`config.mk`:
```
export PLATFORM = sky130hd
export DESIGN_NAME = simd_cmp_reduce
export DESIGN_NICKNAME = d
export VERILOG_FILES = /design/src/rtl/simd_cmp_pkg.sv /design/src/rtl/simd_lane_map.sv /design/src/rtl/simd_cmp_lane.sv /design/src/rtl/simd_reduce_lane.sv /design/src/rtl/simd_cmp_reduce.sv
export SDC_FILE = /design/constraint.sdc
export NUM_CORES = 1
export LEC_CHECK = 0
export ABC_CLOCK_PERIOD_IN_PS = 2400
export BUFFER_PORTS_ARGS = -buffer_cell sky130_fd_sc_hd__buf_2
export CORE_MARGIN = 2
export CORE_UTILIZATION = 46
export DETAILED_ROUTE_END_ITERATION = 10
export PLACE_DENSITY_LB_ADDON = 0.3
export SYNTH_ARGS = -nofsm -noshare
export SYNTH_HDL_FRONTEND = slang
export SYNTH_SLANG_ARGS = --single-unit
export TNS_END_PERCENT = 1
```
`constraint.sdc`:
```
create_clock -name vclk -period 2.4
set_input_delay 0.48 -clock vclk [all_inputs]
set_output_delay 0.48 -clock vclk [all_outputs]
set_load 0.02 [all_outputs]
```
`src/rtl/simd_cmp_pkg.sv`:
```
package simd_cmp_pkg;
  localparam int unsigned NIB_W = 4;
  localparam int unsigned NIB_N = 4;

  typedef enum logic [NIB_N-2:0] {
    LAYOUT_W16 = 3'b000,
    LAYOUT_W8  = 3'b010,
    LAYOUT_W4  = 3'b111
  } layout_e;
endpackage

```
`src/rtl/simd_lane_map.sv`:
```
module simd_lane_map #(
  parameter int unsigned NIB_N = 4
) (
  input  logic [NIB_N-2:0] brk_i,
  output logic [NIB_N-1:0] lead_o,
  output logic [NIB_N-1:0] top_o
);
  // lane starts above every break, ends below it
  assign lead_o = {brk_i, 1'b1};
  assign top_o  = {1'b1, brk_i};
endmodule

```
`src/rtl/simd_cmp_lane.sv`:
```
module simd_cmp_lane #(
  parameter int unsigned NIB_W = 4,
  parameter int unsigned NIB_N = 4,
  localparam int unsigned DW = NIB_W * NIB_N
) (
  input  logic [DW-1:0]    a_i,
  input  logic [DW-1:0]    b_i,
  input  logic [NIB_N-1:0] lead_i,
  input  logic [NIB_N-1:0] top_i,
  output logic [NIB_N-1:0] eq_o,
  output logic [NIB_N-1:0] gt_o,
  output logic [NIB_N-1:0] lt_o
);
  logic [NIB_N-1:0] nib_eq, nib_gt, nib_lt;

  for (genvar g = 0; g < NIB_N; g++) begin : g_nib
    assign nib_eq[g] = a_i[g*NIB_W +: NIB_W] == b_i[g*NIB_W +: NIB_W];
    assign nib_gt[g] = a_i[g*NIB_W +: NIB_W] >  b_i[g*NIB_W +: NIB_W];
    assign nib_lt[g] = a_i[g*NIB_W +: NIB_W] <  b_i[g*NIB_W +: NIB_W];
  end

  // scan from the top nibble down; the running result restarts at each lane top
  always_comb begin
    logic c_eq, c_gt, c_lt;
    c_eq = 1'b1;
    c_gt = 1'b0;
    c_lt = 1'b0;
    eq_o = '0;
    gt_o = '0;
    lt_o = '0;
    for (int i = NIB_N - 1; i >= 0; i--) begin
      if (top_i[i]) begin
        c_eq = nib_eq[i];
        c_gt = nib_gt[i];
        c_lt = nib_lt[i];
      end else begin
        c_gt = c_gt | (c_eq & nib_gt[i]);
        c_lt = c_lt | (c_eq & nib_lt[i]);
        c_eq = c_eq & nib_eq[i];
      end
      eq_o[i] = lead_i[i] & c_eq;
      gt_o[i] = lead_i[i] & c_gt;
      lt_o[i] = lead_i[i] & c_lt;
    end
  end
endmodule

```
`src/rtl/simd_reduce_lane.sv`:
```
module simd_reduce_lane #(
  parameter int unsigned NIB_W = 4,
  parameter int unsigned NIB_N = 4,
  localparam int unsigned DW = NIB_W * NIB_N
) (
  input  logic [DW-1:0]    a_i,
  input  logic [NIB_N-1:0] lead_i,
  input  logic [NIB_N-1:0] top_i,
  output logic [NIB_N-1:0] par_o,
  output logic [NIB_N-1:0] any_o,
  output logic [NIB_N-1:0] all_o
);
  logic [NIB_N-1:0] nib_par, nib_or, nib_and;

  for (genvar g = 0; g < NIB_N; g++) begin : g_nib
    assign nib_par[g] = ^a_i[g*NIB_W +: NIB_W];
    assign nib_or[g]  = |a_i[g*NIB_W +: NIB_W];
    assign nib_and[g] = &a_i[g*NIB_W +: NIB_W];
  end

  always_comb begin
    logic c_par, c_or, c_and;
    c_par = 1'b0;
    c_or  = 1'b0;
    c_and = 1'b1;
    par_o = '0;
    any_o = '0;
    all_o = '0;
    for (int i = NIB_N - 1; i >= 0; i--) begin
      if (top_i[i]) begin
        c_par = nib_par[i];
        c_or  = nib_or[i];
        c_and = nib_and[i];
      end else begin
        c_par = c_par ^ nib_par[i];
        c_or  = c_or | nib_or[i];
        c_and = c_and & nib_and[i];
      end
      par_o[i] = lead_i[i] & c_par;
      any_o[i] = lead_i[i] & c_or;
      all_o[i] = lead_i[i] & c_and;
    end
  end
endmodule

```
`src/rtl/simd_cmp_reduce.sv`:
```
module simd_cmp_reduce
  import simd_cmp_pkg::*;
(
  input  logic [15:0] a_i,
  input  logic [15:0] b_i,
  input  logic [2:0]  brk_i,
  output logic [3:0]  eq_o,
  output logic [3:0]  ne_o,
  output logic [3:0]  lt_o,
  output logic [3:0]  le_o,
  output logic [3:0]  gt_o,
  output logic [3:0]  ge_o,
  output logic [3:0]  par_o,
  output logic [3:0]  any_o,
  output logic [3:0]  all_o,
  output logic [3:0]  bool_o
);
  logic [NIB_N-1:0] lead, top;
  logic [NIB_N-1:0] c_eq, c_gt, c_lt;

  simd_lane_map #(.NIB_N(NIB_N)) i_map (
    .brk_i  (brk_i),
    .lead_o (lead),
    .top_o  (top)
  );

  simd_cmp_lane #(.NIB_W(NIB_W), .NIB_N(NIB_N)) i_cmp (
    .a_i    (a_i),
    .b_i    (b_i),
    .lead_i (lead),
    .top_i  (top),
    .eq_o   (c_eq),
    .gt_o   (c_gt),
    .lt_o   (c_lt)
  );

  simd_reduce_lane #(.NIB_W(NIB_W), .NIB_N(NIB_N)) i_red (
    .a_i    (a_i),
    .lead_i (lead),
    .top_i  (top),
    .par_o  (par_o),
    .any_o  (any_o),
    .all_o  (all_o)
  );

  assign eq_o   = c_eq;
  assign ne_o   = lead & ~c_eq;
  assign gt_o   = c_gt;
  assign lt_o   = c_lt;
  assign le_o   = c_lt | c_eq;
  assign ge_o   = c_gt | c_eq;
  assign bool_o = any_o;

  always_comb begin

    lead_only_chk: assert (((c_eq | c_gt | c_lt | par_o | any_o | all_o) & ~lead) == '0);

    lt_gt_excl_chk: assert ((c_lt & c_gt) == '0);

    eq_excl_chk: assert ((c_eq & (c_lt | c_gt)) == '0);

    order_total_chk: assert ((c_eq | c_lt | c_gt) == lead);

    all_any_chk: assert ((all_o & ~any_o) == '0);

    all_even_par_chk: assert ((all_o & par_o) == '0);
  end
endmodule

```
==> results.md <==
- The run finished, with violations left.
- The final reports fail on setup timing.
- The most common cell in the synthesized netlist is sky130_fd_sc_hd__inv_1.
- Internal power comes to 271.7 µW.
- The top cell type by total area after synthesis is sky130_fd_sc_hd__ha_1.
- For this run, the top clock speed supported by timing is around 0.4 GHz.
- The count of flip-flops and latches is 0.
- Sequential elements use 0% of the synthesized area.
- The worst hold path terminates at le_o[1].
- The switching power total is 318.0 µW.
- The clock buffers instantiated in the layout total 0.
- The first global-routing pass estimated 5.858 mm of wire.
- The peak per-stage delay on the critical path is 0.33 ns.
- The number of hold buffers added after CTS was 0.
- The clock network accounts for 0% of the total power.
- The number of detailed-routing iterations run before antenna repair is 4.
- The synthesized-area fraction occupied by adder cells is 32.65%.
- Setup violations remaining at the end of the flow were counted as 9.
- The top-area cell type share of the netlist area is between 30% and 40%.
- The layout filler cell count is roughly 170.
- The number of distinct standard cells referenced by the synthesized netlist is ~40.
- The critical path in this run is classified as input pin to primary output.
- The final routed DRC violation total is 0.
- The analysis attributes to cell leakage a power of 1.115 nW.
- During synthesis, Yosys emitted a total of 0 warnings.
- In the post-route analysis, the smallest setup slack over all paths is -0.09676 ns.
- After technology mapping, the gate count stands at ~170.
- The placed wire-length estimate after detailed placement is ~2.9 mm.
- The horizontal die dimension is around 56 µm.
- Sorting the synthesized cells by how often they occur yields sky130_fd_sc_hd__inv_1, sky130_fd_sc_hd__ha_1, sky130_fd_sc_hd__a21oi_1.
- The initial antenna violation count is 0.
- The post-synthesis simple-gate area fraction is around a quarter.
- The synthesized netlist occupies a cell area of roughly 1200 µm².
- The number of nets in the layout is 324.
- The number of core rows is 18.
- The die covers a little over 3000 µm².
- The portion of synthesized area spent on multiplexers is 0%.
- The startpoint kind of the worst setup timing path is an input pin.
- In this run the worst hold path is classified as input pin to primary output.
- The total power after layout is 589.6 µW.
- Summed over all layers, the global routing overflow is 0.
- Detailed routing inserted a total of ~1600 vias.
- The power share of the sequential group is 0%.
- Data on the critical path is required at its endpoint by 1.92 ns.
- Dividing total power by cell area gives a power density of roughly 280 nW/µm².
- The kind of end point of the critical path is a primary output.
- In this run, placement finished with an instance count of 283.
- The critical path goes through buf_8, ha_4, nor2b_4, o211a_1, nand2b_4, o311ai_4, and2_4, buf_6.
- The slew at the pin with the worst max-slew slack is between 0.4 and 0.5 ns.
- The beginning of the critical path is a_i[13].
- The post-route netlist has 52.55% of its cells at a drive strength greater than 1.
- Entering global routing, the biggest net connects 12 pins.
- The count of antenna-violating nets left after detailed routing is 0.
- The startpoint identified for the worst hold timing path is brk_i[0].
- Cells fill 82.93% of the core in the end.
- The area of the core is between 2000 and 2500 µm².
- In the global route stage, overall resource usage came out at between 20 and 25%.
- The count of cells along the worst hold path is 3.
- Of the total synthesized cell area, the portion taken by XOR and XNOR cells is between 3 and 4%.
- The hold violation total from the final report is 0.
- The net count after synthesis is approximately 240.
- The die is roughly 56 µm tall.
- The smallest clock period supported by the final layout is computed as ~2.5 ns.
- The area used by sequential logic in the layout is 0 µm².
- IR analysis of the VDD net gives a maximum drop of roughly 0.22 mV.
- The fraction of power consumed by combinational cells is 100.0%.
- By area, the combinational part of the netlist is dominated by adder cells.
- Dividing the detail-routed wire length by the instance count gives about 16 µm.
- The number of DRC markers after the initial detailed-route iteration is 53.
- The count of input and output buffers is 75.
- The max-slew violation count is 0.
- The finished layout holds approximately 290 standard cells, fillers aside.
- The final period utilization is 104.0%.
- After detailed routing, the number of vias per cell comes to 5.470.
- The number of max-capacitance violations reported is 0.
- Setup repair after global routing could not meet its margin everywhere.
- For this configuration, the core starts out at a cell density of approximately 50%.
- The number of antenna diodes in the final layout is 0.
- The synthesized-area fraction occupied by ao, oa, aoi and oai cells is roughly 25%.
- The largest individual stage delay along the critical path comes from the cell sky130_fd_sc_hd__o311ai_4.
- The post-route setup TNS is -0.4843 ns.
- The routability-driven placement congestion ratio is between 0.8 and 0.9.
- The via count of the first global-routing pass is roughly 1300.
- The synthesized area divided by synthesized cell count is 7.129 µm².
- The worst pin sits at a relative slew slack of around 70%.
- Of all nets on the critical path, the largest fanout is 4.
- By area the synthesized netlist is led by sky130_fd_sc_hd__ha_1, sky130_fd_sc_hd__inv_1, sky130_fd_sc_hd__a21oi_1.
- The area growth from synthesis to final layout is 69.08%.
- The number of primary I/O pins is 75.
- The total wire length after detailed routing is 4.528 mm.
- The data arrival time of the critical path is about 2.0 ns.
- The switching part of the total is ~54%.
## per-stage QoR
| stage | hold WS [ns] | cell area (µm²) | worst slack [ns] |
|---|---|---|---|
| 2_1_floorplan | 1.231 | 1226 | -0.01494 |
| 3_3_place_gp | 1.391 | 1690 | -0.1270 |
| 3_5_place_dp | 1.387 | 1690 | -0.1400 |
| 4_1_cts | 1.393 | 1914 | -0.07686 |
| 5_1_grt | 1.408 | 2073 | -0.1493 |
| 6_report | 1.386 | 2073 | -0.09676 |
## critical path, delay by kind of cell
| kind | cells | cell delay, ns |
|---|---|---|
| AO/OA/AOI/OAI | 2 | 0.56 |
| adder cells (fa/ha/maj) | 1 | 0.25 |
| buffers and inverters | 2 | 0.22 |
| AND/OR/NAND/NOR | 3 | 0.51 |
## routing by layer
metal	part of all wire [%]	GRT usage (%)	up-vias
li1	-	-	758
met1	36	27.32	720
met2	55	45.58	71
met3	5.8	1.395	10
met4	2.7	0.3484	0
met5	0	0	-
## power groups by stage
stage          sequential (mW)  clock [mW]  combinational [mW]
6_report                     0           0               0.590
5_1_grt                      0           0               0.625
4_1_cts                      0           0               0.505
3_5_place_dp                 0           0               0.434
3_3_place_gp                 0           0               0.428
2_1_floorplan                0           0               0.288
## logic make-up after synthesis
logic type / Yosys count
simple gates: 51
buf+inv: 42
xor+xnor: 5
compound gates: 42
fa+ha+maj: 32
## area by class of cell
cell class / instances / area (µm²) / area share, %
inverters: 34 / 142.6 / 6.880
multi-input cells: 130 / 1290 / 62.22
well taps: 30 / 37.54 / 1.810
repair buffers: 91 / 603.1 / 29.09
## layout by cell type (no fill, tap or decap), types with 2 or more instances in the layout
cell	n
sky130_fd_sc_hd__nand3_1	3
sky130_fd_sc_hd__nor2_2	2
sky130_fd_sc_hd__ha_1	21
sky130_fd_sc_hd__buf_2	56
sky130_fd_sc_hd__nand4_1	5
sky130_fd_sc_hd__buf_4	22
sky130_fd_sc_hd__o21a_1	3
sky130_fd_sc_hd__inv_4	6
sky130_fd_sc_hd__xnor2_1	2
sky130_fd_sc_hd__and2_1	4
sky130_fd_sc_hd__nor3_1	2
sky130_fd_sc_hd__nor2_1	13
sky130_fd_sc_hd__inv_1	24
sky130_fd_sc_hd__buf_8	3
sky130_fd_sc_hd__inv_2	4
sky130_fd_sc_hd__a21oi_1	11
sky130_fd_sc_hd__o211ai_1	7
sky130_fd_sc_hd__buf_6	10
sky130_fd_sc_hd__o211a_1	3
sky130_fd_sc_hd__a21oi_2	4
sky130_fd_sc_hd__o21ai_0	2
sky130_fd_sc_hd__ha_4	11
sky130_fd_sc_hd__nand2_1	6
sky130_fd_sc_hd__o21ai_1	3
sky130_fd_sc_hd__nor3_2	3
sky130_fd_sc_hd__nor2b_1	3
## worst max path at each step
stage,to,slack (ns),depth (start not counted)
6_report,lt_o[1],-0.1,8
4_1_cts,lt_o[1],-0.08,9
3_3_place_gp,par_o[0],-0.13,9
5_1_grt,ge_o[0],-0.15,8
2_1_floorplan,par_o[0],-0.01,7
3_5_place_dp,lt_o[0],-0.14,8
## timing repair
item	CTS	global route
pin swaps	16	18
buffers inserted	1	1
hold endpoints to repair	0	0
gates resized for setup	41	37
endpoints found under the setup margin	16	18
No activity file was read; power rests on OpenSTA's default activity.
